==> config.mk <==
export PLATFORM = sky130hd
export DESIGN_NAME = dbg_entry_ctrl
export DESIGN_NICKNAME = d
export VERILOG_FILES = /design/src/rtl/dbg_entry_pkg.sv /design/src/rtl/dbg_req_unit.sv /design/src/rtl/dbg_entry_fsm.sv /design/src/rtl/dbg_entry_ctrl.sv
export SDC_FILE = /design/constraint.sdc
export NUM_CORES = 1
export LEC_CHECK = 0
export ABC_AREA = 1
export BUFFER_PORTS_ARGS = -buffer_cell sky130_fd_sc_hd__buf_2
export CAP_MARGIN = 20
export CORE_AREA = 2 2 39 41
export CTS_BUF_LIST = sky130_fd_sc_hd__clkbuf_4 sky130_fd_sc_hd__clkbuf_8
export DETAILED_ROUTE_END_ITERATION = 6
export DIE_AREA = 0 0 41 43
export GPL_ROUTABILITY_DRIVEN = 0
export HOLD_SLACK_MARGIN = 0.12
export PLACE_DENSITY_LB_ADDON = 0.08
export SYNTH_ARGS = -nofsm -noshare
export SYNTH_HDL_FRONTEND = slang
export SYNTH_SLANG_ARGS = --single-unit
==> constraint.sdc <==
create_clock -name clk_i -period 3.3 [get_ports clk_i]
set_input_delay 0.66 -clock clk_i [delete_from_list [all_inputs] [get_ports clk_i]]
set_output_delay 0.66 -clock clk_i [all_outputs]
set_load 0.05 [all_outputs]
==> src/rtl/dbg_entry_pkg.sv <==
package dbg_entry_pkg;
  typedef enum logic [2:0] {
    ST_RUN   = 3'd0,
    ST_RST   = 3'd1,
    ST_DRAIN = 3'd2,
    ST_FETCH = 3'd3,
    ST_WAKE  = 3'd4,
    ST_DBG   = 3'd5
  } dbg_state_e;
endpackage

==> src/rtl/dbg_req_unit.sv <==
module dbg_req_unit (
  input  logic clk_i,
  input  logic rst_ni,
  input  logic en_i,
  input  logic ext_ni,
  input  logic set_i,
  input  logic clr_i,
  output logic pend_o,
  output logic req_o
);
  logic pend_q;

  // clear on entry wins over a coincident set
  always_ff @(posedge clk_i or negedge rst_ni) begin
    if (!rst_ni)           pend_q <= 1'b0;
    else if (clr_i)        pend_q <= 1'b0;
    else if (set_i && en_i) pend_q <= 1'b1;
  end

  assign pend_o = pend_q;
  assign req_o  = en_i && (!ext_ni || pend_q);
endmodule

==> src/rtl/dbg_entry_fsm.sv <==
module dbg_entry_fsm
  import dbg_entry_pkg::*;
#(
  parameter int LpW = 3
) (
  input  logic           clk_i,
  input  logic           rst_ni,
  input  logic           cpu_rst_ni,
  input  logic           en_i,
  input  logic           req_i,
  input  logic           go_i,
  input  logic           instr_done_i,
  input  logic           ir_loaded_i,
  input  logic [LpW-1:0] lp_i,
  input  logic           clk_run_i,
  output logic           enter_o,
  output logic           halt_o,
  output logic           wake_o,
  output logic           debug_o,
  output logic           rst_skip_o
);
  dbg_state_e state_q, state_d;
  logic       skip_q, skip_d;
  logic       lp_any;

  assign lp_any = |lp_i;

  always_comb begin
    state_d = state_q;
    if (!cpu_rst_ni) begin
      state_d = ST_RST;
    end else begin
      unique case (state_q)
        ST_RST:   state_d = (en_i && req_i) ? ST_DBG : ST_RUN;
        ST_RUN:   if (en_i && req_i) state_d = lp_any ? ST_WAKE : ST_DRAIN;
        ST_DRAIN: if (!en_i) state_d = ST_RUN;
                  else if (instr_done_i) state_d = ST_FETCH;
        ST_FETCH: if (!en_i) state_d = ST_RUN;
                  else if (ir_loaded_i) state_d = ST_DBG;
        ST_WAKE:  if (!en_i) state_d = ST_RUN;
                  else if (clk_run_i) state_d = ST_DBG;
        ST_DBG:   if (go_i) state_d = ST_RUN;
        default:  state_d = ST_RUN;
      endcase
    end
  end

  assign enter_o = (state_d == ST_DBG) && (state_q != ST_DBG);

  always_comb begin
    skip_d = skip_q;
    if (state_d != ST_DBG)     skip_d = 1'b0;
    else if (state_q == ST_RST) skip_d = 1'b1;
  end

  always_ff @(posedge clk_i or negedge rst_ni) begin
    if (!rst_ni) begin
      state_q <= ST_RUN;
      skip_q  <= 1'b0;
    end else begin
      state_q <= state_d;
      skip_q  <= skip_d;
    end
  end

  assign debug_o    = (state_q == ST_DBG);
  assign halt_o     = (state_q == ST_DBG);
  assign wake_o     = (state_q == ST_WAKE) || (state_q == ST_DBG);
  assign rst_skip_o = skip_q;
endmodule

==> src/rtl/dbg_entry_ctrl.sv <==
module dbg_entry_ctrl #(
  parameter int LpW = 3
) (
  input  logic           clk_i,
  input  logic           rst_ni,
  input  logic           cpu_rst_ni,
  input  logic           dbg_en_i,
  input  logic           ext_req_ni,
  input  logic           reg_req_set_i,
  input  logic           go_i,
  input  logic           instr_done_i,
  input  logic           ir_loaded_i,
  input  logic [LpW-1:0] lp_i,
  input  logic           clk_run_i,
  output logic           halt_o,
  output logic           wake_o,
  output logic           debug_o,
  output logic           rst_skip_o,
  output logic           req_pend_o
);
  logic req, enter;

  dbg_req_unit u_req (
    .clk_i  (clk_i),
    .rst_ni (rst_ni),
    .en_i   (dbg_en_i),
    .ext_ni (ext_req_ni),
    .set_i  (reg_req_set_i),
    .clr_i  (enter),
    .pend_o (req_pend_o),
    .req_o  (req)
  );

  dbg_entry_fsm #(.LpW(LpW)) u_fsm (
    .clk_i        (clk_i),
    .rst_ni       (rst_ni),
    .cpu_rst_ni   (cpu_rst_ni),
    .en_i         (dbg_en_i),
    .req_i        (req),
    .go_i         (go_i),
    .instr_done_i (instr_done_i),
    .ir_loaded_i  (ir_loaded_i),
    .lp_i         (lp_i),
    .clk_run_i    (clk_run_i),
    .enter_o      (enter),
    .halt_o       (halt_o),
    .wake_o       (wake_o),
    .debug_o      (debug_o),
    .rst_skip_o   (rst_skip_o)
  );
endmodule

==> results by group, run 1 <==
Worst setup path
  • CP Cell Sequence: inv_2 -> nand3_2 -> inv_1 -> buf_2
  • R2r startpoint: u_fsm.state_q[2]$_DFF_PN0_
  • CP max stage delay: 0.43 ns
  • Worst path slowest cell: dfrtp_1
  • Capturing point of the worst reg2reg path: u_req.pend_o$_DFFE_PN0P_
  • Critical path arrival: 1.18 ns
  • Max FO, Critical Path: 5
  • Crit end category: output port
  • R2R depth: 8
  • Startpoint types: register
  • R2r setup slk: 2.06 ns
  • CP Data Required Time: 2.64 ns
  • Crit Path Category: reg2out

Timing
  • FMAX: 543 MHz
  • Period utilization: 0.559
  • Unrepaired setup endpoints after global routing: false
  • Tightest Pin Transition: 0.247 ns
  • Clock Skew: 0.00282 ns
  • Setup Viol. Count Final: 0
  • Total negative setup slack: 0 ns
  • Slew Limit Headroom: 0.835
  • Slew Limit Fails: 0
  • Fin crit period: 1.84 ns
  • Hold Fails Final Rpt: 0
  • Final setup margin: 1.46 ns

Route
  • Mean routed wirelength per cell: 9.34 µm
  • Drt via density: 4.42
  • Pre-antenna DRT Iters: 4
  • Initial drt markers: 5
  • Post-DRT Antenna Nets: 0
  • Vias: 393
  • WL final: 831 µm
  • DRC: 0

Synth
  • FF+latch count, synth: 5
  • Area share of the largest cell type after synthesis: 0.352
  • Distinct cell type count after synthesis: 15
  • Area leader, netlist: dfrtp_1
  • Mapped Nets: 66
  • Dominant cells by area after synthesis: dfrtp_1 35%, nand2_1 15%, nor2_1 11%
  • Synth warn: 0
  • Post-Syn Instances: 53
  • Avg Cell Area, Syn: 6.70 µm²
  • Register area share after synthesis: 0.352
  • Syn Std Cell Area: 355 µm²

Global route
  • Grt total ovfl: 0
  • Initial antenna violation count: 0
  • Number of global-route vias before repair: 373
  • First-pass GRT wire length: 1470 µm
  • GR Util All Layers: 0.127
  • Largest net degree at the start of global routing: 8

Clock network
  • CTS Buffer Depth: 2
  • Postcts setup bufs: 0
  • Clock Pin Slew Worst Setup and Hold Paths: 0.04 ns
  • Root Buffer: clkbuf_4
  • Post-cts resize count: 0
  • Clk sinks: 5
  • CTS tree: yes
  • CTS buffer count: 3
  • Hold_buf cts: 0
  • CTS H-Tree Depth: 1
  • Clock latency on the worst-skew pair: 0.24 ns

Final layout
  • FF+latch area: 125 µm²
  • Area of the multi-input gates: 193 µm²
  • Ant. Diodes: 0
  • FILL cells: 161
  • Layout Nets: 87
  • Area Growth Syn to Fin: 35.9%
  • Share of cells above drive strength 1: 0.384
  • Core Util, Final: 0.349

Floorplanning
  • Rows: 14
  • Die Span X: 41 µm
  • Initial Util: 0.257
  • IO Count: 18
  • Chip Height: 43 µm
  • Placeable Area: 1380 µm²
  • Die footprint: 1760 µm²

Worst hold path
  • Hold crit path type: in2async

Power and ir drop
  • PwrDens: 537 nW/µm²
  • Clock share of power: 0.300
  • Total Power: 259 µW
  • Peak VDD IR: 0.293 mV
  • Switching share of power: 0.409
  • Leak: 0.000274 µW
  • Part of the power in registers: 0.304
  • Combinational power share: 0.396
  • P_sw: 106 µW
  • Internal: 153 µW

Outcome
  • Status: finished, final reports clean

Placed design
  • Buffers on Ports: 17
  • DP Worst Slack: 1.71 ns
  • Detail Placement HPWL: 704 µm

Run
  • Total of max-cap violations: 0
-- metrics by stage --
stage	hold WS, ns	std cells	instance area (µm²)
floorplan	0.364	53	355
global placement	0.480	85	453
detailed placement	0.481	85	453
CTS	0.221	89	483
global route	0.216	89	483
finish	0.225	89	483
-- cells by family after synthesis --
logic type	after synthesis	share of synthesized area
buf+inv	9	0.106
simple gates	35	0.472
flops	5	0.352
compound gates	4	0.0704
-- critical path, delay by kind of cell, from the launching register on --
kind | cells | cell delay [ns]
DFF | 1 | 0.43
buffers and inverters | 3 | 0.42
and+or+nand+nor | 1 | 0.09
-- synthesized netlist by cell type --
cell	n
a21oi_1	1
a31oi_1	2
buf_4	1
clkinv_1	1
dfrtp_1	5
inv_1	6
inv_2	1
nand2_1	14
nand3_1	1
nand3_2	3
nand4_1	3
nor2_1	10
nor2_2	3
nor3_1	1
o211ai_1	1
-- routing by layer --
| metal | global-route usage | up-vias | part of all wire |
|---|---|---|---|
| li1 | - | 209 | - |
| met1 | 0.153 | 168 | 0.43 |
| met2 | 0.181 | 14 | 0.48 |
| met3 | 0.0628 | 2 | 0.071 |
| met4 | 0.0600 | 0 | 0.016 |
| met5 | 0 | - | 0 |
-- power groups by stage --
| stage | combinational [µW] | clock, µW | sequential [µW] |
|---|---|---|---|
| after CTS | 105 | 81.5 | 78.8 |
| after global placement | 105 | 0 | 79.6 |
| after global routing | 115 | 89.0 | 80.0 |
| after detailed placement | 104 | 0 | 79.6 |
| final | 103 | 77.7 | 78.9 |
| after floorplan | 63.7 | 0 | 94.0 |
-- how the worst max path moves through the flow --
stage,from,to,slack [ns]
after floorplan,u_fsm.state_q[1]$_DFF_PN0_,halt_o,1.48
after global placement,u_fsm.state_q[1]$_DFF_PN0_,debug_o,1.74
after detailed placement,u_fsm.state_q[1]$_DFF_PN0_,debug_o,1.71
after CTS,u_fsm.state_q[1]$_DFF_PN0_,debug_o,1.45
after global routing,u_fsm.state_q[1]$_DFF_PN0_,debug_o,1.35
final,u_fsm.state_q[1]$_DFF_PN0_,debug_o,1.46
-- sequential cells by signal (all words and copies together), names as in the netlist --
name	flops
u_fsm.state_q	3
u_req.pend_o	1
u_fsm.rst_skip_o	1
-- layout make-up --
type / instances / area share
inverters: 8 / 0.0622
multi-input cells: 39 / 0.399
repair buffers: 17 / 0.176
well taps: 16 / 0.0415
clock buffers: 4 / 0.0622
flip-flops and latches: 5 / 0.259
-- layout by cell type (no fill, tap or decap), drive strengths merged --
cell,synthesis,final
dfrtp,5,5
o211ai,1,1
nand2,14,14
clkinv,1,1
nand4,3,3
a31oi,2,2
nand3,4,4
clkbuf,0,4
nor2,13,13
buf,1,17
inv,7,7
nor3,1,1
a21oi,1,1
Note: power is estimated with default switching activity, not from simulation.
==> run 2, diff against run 1 <==
--- a/config.mk
+++ b/config.mk
@@ -5,7 +5,7 @@
 export SDC_FILE = /design/constraint.sdc
 export NUM_CORES = 1
 export LEC_CHECK = 0
-export ABC_AREA = 1
+export ABC_AREA = 0
 export BUFFER_PORTS_ARGS = -buffer_cell sky130_fd_sc_hd__buf_2
 export CAP_MARGIN = 20
 export CORE_AREA = 2 2 39 41
==> constraint.sdc (replaced) <==
create_clock -name clk_i -period 1.5 [get_ports clk_i]
set_input_delay 0.3 -clock clk_i [delete_from_list [all_inputs] [get_ports clk_i]]
set_output_delay 0.3 -clock clk_i [all_outputs]
set_load 0.05 [all_outputs]
==> results by group, run 2 <==
Worst setup path
  • Crit Path Category: reg2out
  • R2r setup slk: 0.05 ns
  • Startpoint types: register
  • CP Data Required Time: 1.20 ns
  • R2R depth: 5
  • Capturing point of the worst reg2reg path: u_fsm.rst_skip_o$_DFFE_PN0P_
  • Worst path slowest cell: dfrtp_2
  • Critical path arrival: 1.16 ns
  • Max FO, Critical Path: 7
  • R2r startpoint: u_fsm.state_q[1]$_DFF_PN0_
  • CP max stage delay: 0.44 ns
  • Crit end category: output port
  • CP Cell Sequence: nor2b_4 -> nand2_4 -> clkinvlp_4 -> buf_8

Route
  • Vias: 398
  • Drt via density: 4.74
  • Initial drt markers: 1
  • Post-DRT Antenna Nets: 0
  • DRC: 0
  • WL final: 971 µm
  • Mean routed wirelength per cell: 11.6 µm
  • Pre-antenna DRT Iters: 2

Synth
  • Synth warn: 0
  • Fraction of registers with async set/reset: 1.00
  • Area share of the largest cell type after synthesis: 0.357
  • Avg Cell Area, Syn: 8.76 µm²
  • Post-synth EDFFs: 0
  • Distinct cell type count after synthesis: 24
  • Area leader, netlist: dfrtp_1
  • Post-Syn Instances: 40
  • FF+latch count, synth: 5
  • Commonest cells post-synth: 5 x dfrtp_1, 3 x a21oi_1, 3 x nand2_1, 3 x nor2b_1
  • Dominant cells by area after synthesis: dfrtp_1 36%, nor4bb_1 5.7%, nor2b_1 5.4%
  • Mapped Nets: 53
  • Syn Std Cell Area: 350 µm²
  • Register area share after synthesis: 0.357
  • Ys flop type: dfrtp_1
  • Cell with the most instances after synthesis: dfrtp_1

Floorplanning
  • IO Count: 18
  • Initial Util: 0.253
  • Die Span X: 41 µm
  • Chip Height: 43 µm
  • Placeable Area: 1380 µm²
  • Rows: 14
  • Die footprint: 1760 µm²

Placed design
  • DP Worst Slack: 0.00882 ns
  • Placed cell areas: 498 µm²
  • Placed insts: 75
  • Detail Placement HPWL: 743 µm
  • Buffers on Ports: 17

Power and ir drop
  • Part of the power in registers: 0.259
  • PwrDens: 1240 nW/µm²
  • Clock share of power: 0.231
  • Combinational power share: 0.509
  • Leak: 0.000308 µW
  • Peak VDD IR: 0.343 mV
  • Switching share of power: 0.390
  • Internal: 457 µW
  • P_sw: 292 µW

Final layout
  • Area Growth Syn to Fin: 72.1%
  • Commonest non-fill, non-tap cells in the layout: 16 x buf_2, 7 x buf_4, 4 x clkbuf_4, 4 x dfrtp_2, 3 x a21oi_1
  • Finished Layout Cells: 84
  • FILL cells: 146
  • Share of cells above drive strength 1: 0.588
  • Ant. Diodes: 0
  • Finished Cell Area: 603 µm²
  • Commonest non-fill, non-tap cell in the layout: buf_2
  • Max reg flops: 3
  • Layout Nets: 82
  • Most flops, register: u_fsm.state_q

Global route
  • GR Util All Layers: 0.117
  • Number of global-route vias before repair: 341
  • Initial antenna violation count: 0
  • First-pass GRT wire length: 1400 µm
  • Grt total ovfl: 0
  • Largest net degree at the start of global routing: 10

Timing
  • Final setup margin: 0.0380 ns
  • FMAX: 684 MHz
  • Clock Skew: 0.00459 ns
  • Unrepaired setup endpoints after global routing: true
  • Slew Limit Fails: 0
  • Total negative setup slack: 0 ns
  • Period utilization: 0.975
  • Hold Fails Final Rpt: 0
  • Fin crit period: 1.46 ns
  • Hold WS: 0.365 ns
  • Slew Limit Headroom: 0.824
  • Setup Viol. Count Final: 0
  • Tightest Pin Transition: 0.261 ns

Worst hold path
  • Hold_sp: instr_done_i
  • Hold crit path type: in2reg
  • WHS Path Cells: 3
  • Hold EP: u_fsm.state_q[0]$_DFF_PN0_

Clock network
  • CTS H-Tree Depth: 1
  • Clock latency on the worst-skew pair: 0.24 ns
  • CTS buffer count: 3
  • Clock Pin Slew Worst Setup and Hold Paths: 0.05 ns
  • CTS Buffer Depth: 2
  • Clk sinks: 5
  • Root Buffer: clkbuf_4
  • CTS tree: yes

Outcome
  • Status: finished, final reports clean

Run
  • Total of max-cap violations: 0
run 2: changes by cell type in the layout (fill, tap and decap cells not counted), sizes merged, moves of 2 or more:
cell | previous run | this run
a21oi | 1 | 3
nor2b | 0 | 3
inv | 7 | 1
and3 | 0 | 2
nand2 | 14 | 3
nand4 | 3 | 0
buf | 17 | 26
nor4bb | 0 | 2
nand3 | 4 | 0
nor2 | 13 | 3
run 2: what timing repair did:
item                                   in CTS  in global routing
gates resized for setup                     8                  4
pin swaps                                   1                  0
hold buffers                                1                  0
endpoints found under the hold margin       5                  0
cloned                                      0                  1
setup endpoints to repair                   3                  4
buffers inserted                            3                  1
run 2: final cells by class:
type | instances | area (µm²) | area share
inverter | 2 | 11.3 | 0.0187
multi-input combinational | 30 | 228 | 0.378
clock buffer | 4 | 30.0 | 0.0498
sequential | 5 | 130 | 0.216
tap | 16 | 20.0 | 0.0332
timing repair buffer | 27 | 184 | 0.305
run 2: stage by stage:
step,util,power (µW)
after floorplan,-,437
final,0.436,749
after global routing,0.436,797
after CTS,0.416,735
after global placement,0.360,524
after detailed placement,0.360,520
run 2: worst max-delay path: cells and delay by family (launching register included):
| family | cells | cell delay [ns] |
|---|---|---|
| AND/OR/NAND/NOR | 2 | 0.22 |
| buffers and inverters | 2 | 0.26 |
| flip-flops | 1 | 0.44 |
run 2: worst max-delay path by stage:
stage / startpoint / cells after the start / end
3_5_place_dp: u_fsm.state_q[1]$_DFF_PN0_ / 4 / u_fsm.rst_skip_o$_DFFE_PN0P_
4_1_cts: u_fsm.state_q[1]$_DFF_PN0_ / 5 / u_fsm.rst_skip_o$_DFFE_PN0P_
5_1_grt: u_fsm.state_q[0]$_DFF_PN0_ / 4 / debug_o
6_report: u_fsm.state_q[2]$_DFF_PN0_ / 4 / debug_o
2_1_floorplan: u_fsm.state_q[2]$_DFF_PN0_ / 4 / halt_o
3_3_place_gp: u_fsm.state_q[1]$_DFF_PN0_ / 4 / u_fsm.rst_skip_o$_DFFE_PN0P_
run 2: cells by family (layout without fill, tap and decap cells):
family	count (synthesis)	after routing	synth area share
AND/OR/NAND/NOR	19	19	0.346
AO/OA/AOI/OAI	11	11	0.225
flip-flops	5	5	0.357
buffers and inverters	5	33	0.0714
run 2: power by group through the flow:
stage                     combinational [µW]  sequential, µW  clock [µW]
final                                    382             194         173
after global routing                     407             202         188
after floorplan                          196             241           0
after CTS                                363             196         177
after detailed placement                 323             197           0
after global placement                   325             199           0
run 2: routing by layer:
metal,share of wire,vias up,GRT usage
li1,-,208,-
met1,0.44,177,0.152
met2,0.51,13,0.178
met3,0.054,0,0
met4,0,0,0.0800
met5,0,-,0
==> run 3, diff against run 2 <==
--- a/config.mk
+++ b/config.mk
@@ -15,6 +15,7 @@
 export GPL_ROUTABILITY_DRIVEN = 0
 export HOLD_SLACK_MARGIN = 0.12
 export PLACE_DENSITY_LB_ADDON = 0.08
+export REMOVE_ABC_BUFFERS = 1
 export SYNTH_ARGS = -nofsm -noshare
 export SYNTH_HDL_FRONTEND = slang
 export SYNTH_SLANG_ARGS = --single-unit
==> results by group, run 3 (synthesis results as in run 2) <==
Outcome
  • Status: finished, final reports clean

Final layout
  • Most flops, register: u_fsm.state_q
  • Commonest non-fill, non-tap cells in the layout: 15 x buf_2, 5 x buf_4, 4 x clkbuf_4
  • Ant. Diodes: 0
  • Finished Layout Cells: 81
  • Area Growth Syn to Fin: 61.4%
  • Share of cells above drive strength 1: 0.554
  • Layout Nets: 79
  • Core Util, Final: 0.409
  • Max reg flops: 3
  • Finished Cell Area: 566 µm²
  • Commonest non-fill, non-tap cell in the layout: buf_2

Route
  • DRC: 0
  • Post-DRT Antenna Nets: 0
  • Initial drt markers: 1
  • Vias: 381
  • Pre-antenna DRT Iters: 3
  • Mean routed wirelength per cell: 11.7 µm
  • Drt via density: 4.70
  • WL final: 944 µm

Timing
  • Setup Viol. Count Final: 0
  • Period utilization: 0.976
  • Tightest Pin Transition: 0.266 ns
  • Slew Limit Headroom: 0.820
  • FMAX: 683 MHz
  • Total negative setup slack: 0 ns
  • Unrepaired setup endpoints after global routing: true
  • Slew Limit Fails: 0
  • Hold Fails Final Rpt: 0
  • Clock Skew: 0.00115 ns
  • Fin crit period: 1.46 ns

Worst setup path
  • Crit Path Category: reg2reg
  • Crit end category: register
  • CP Data Required Time: 1.62 ns
  • CP max stage delay: 0.45 ns
  • Worst path slowest cell: dfrtp_2
  • Max FO, Critical Path: 8
  • Largest delay share family, worst path: compound AO/OA/AOI/OAI gates
  • CP bufs+invs: 0
  • CP Cell Sequence: nor4bb_1 -> a41o_1 -> a221o_1 -> and3_1
  • Critical path arrival: 1.59 ns
  • Startpoint types: register

Global route
  • Number of global-route vias before repair: 393
  • Largest net degree at the start of global routing: 9
  • Grt total ovfl: 0
  • First-pass GRT wire length: 1480 µm
  • GR Util All Layers: 0.128
  • Initial antenna violation count: 0

Clock network
  • CTS buffer count: 3
  • CTS tree: yes
  • Root Buffer: clkbuf_4
  • Clock latency on the worst-skew pair: 0.23 ns
  • Clock Pin Slew Worst Setup and Hold Paths: 0.04 ns
  • Clk sinks: 5
  • CTS Buffer Depth: 2
  • CTS H-Tree Depth: 1

Floorplanning
  • Rows: 14
  • IO Count: 18
  • Die footprint: 1760 µm²
  • Initial Util: 0.253
  • Die Span X: 41 µm
  • Chip Height: 43 µm
  • Placeable Area: 1380 µm²

Run
  • Total of max-cap violations: 0

Power and ir drop
  • Leak: 0.000291 µW
  • Peak VDD IR: 0.808 mV
  • PwrDens: 1240 nW/µm²

Placed design
  • Buffers on Ports: 17
  • Placed cell areas: 460 µm²
  • Detail Placement HPWL: 696 µm
  • Placed insts: 73

Worst hold path
  • Hold crit path type: in2reg
## run 3: changes by cell type in the layout (fill, tap and decap cells not counted), sizes merged
cell / before / now
buf: 26 / 23
clkinvlp: 1 / 0
inv: 1 / 2
## run 3: worst paths after layout
path / startpoint / end / slack, ns / depth (start not counted)
setup / recovery: u_fsm.state_q[2]$_DFF_PN0_ / u_fsm.rst_skip_o$_DFFE_PN0P_ / 0.04 / 4
hold / removal: instr_done_i / u_fsm.state_q[0]$_DFF_PN0_ / 0.38 / 3
setup reg to reg: u_fsm.state_q[2]$_DFF_PN0_ / u_fsm.rst_skip_o$_DFFE_PN0P_ / 0.04 / 4
hold reg to reg: u_req.pend_o$_DFFE_PN0P_ / u_req.pend_o$_DFFE_PN0P_ / 0.58 / 2
max in group asynchronous: rst_ni / u_fsm.state_q[2]$_DFF_PN0_ / 0.96 / 2
min in group asynchronous: rst_ni / u_req.pend_o$_DFFE_PN0P_ / 0.40 / 2
## run 3: power by group
group          switching (µW)  internal (µW)
clock network            48.3            118
registers                28.2            163
logic                     200            143
## run 3: what timing repair did
action	4_1_cts	5_1_grt
buffers inserted	2	1
hold endpoints to repair	5	0
hold buffers	1	0
setup endpoints to repair	3	3
pin swaps	0	2
gates resized for setup	7	8
## run 3: cell type report
type                    count  area (µm²)
repair buffers             24         164
well taps                  16        20.0
inverters                   2        7.51
clock buffers               4        30.0
flip-flops and latches      5         128
multi-input cells          30         216
fillers                   143         818
## run 3: routing by layer
metal	global-route usage	vias to the layer above	wire length [µm]
li1	-	196	-
met1	0.118	178	388
met2	0.228	5	519
met3	0.0157	2	26
met4	0.100	0	10
met5	0	-	0
## run 3: metrics by stage
| step | worst slack [ns] | total power [µW] | hold WS [ns] |
|---|---|---|---|
| 2_1_floorplan | -0.791 | 392 | 0.00441 |
| 3_3_place_gp | -0.00451 | 497 | 0.118 |
| 3_5_place_dp | -0.0198 | 491 | 0.116 |
| 4_1_cts | 0.0116 | 686 | 0.370 |
| 5_1_grt | -0.00264 | 746 | 0.372 |
| 6_report | 0.0355 | 701 | 0.378 |
## run 3: worst register-to-register path, cell delays in order (launching register included)
cell and delay (ns):
dfrtp_2 0.45, nor4bb_1 0.15, a41o_1 0.22, a221o_1 0.35, and3_1 0.18
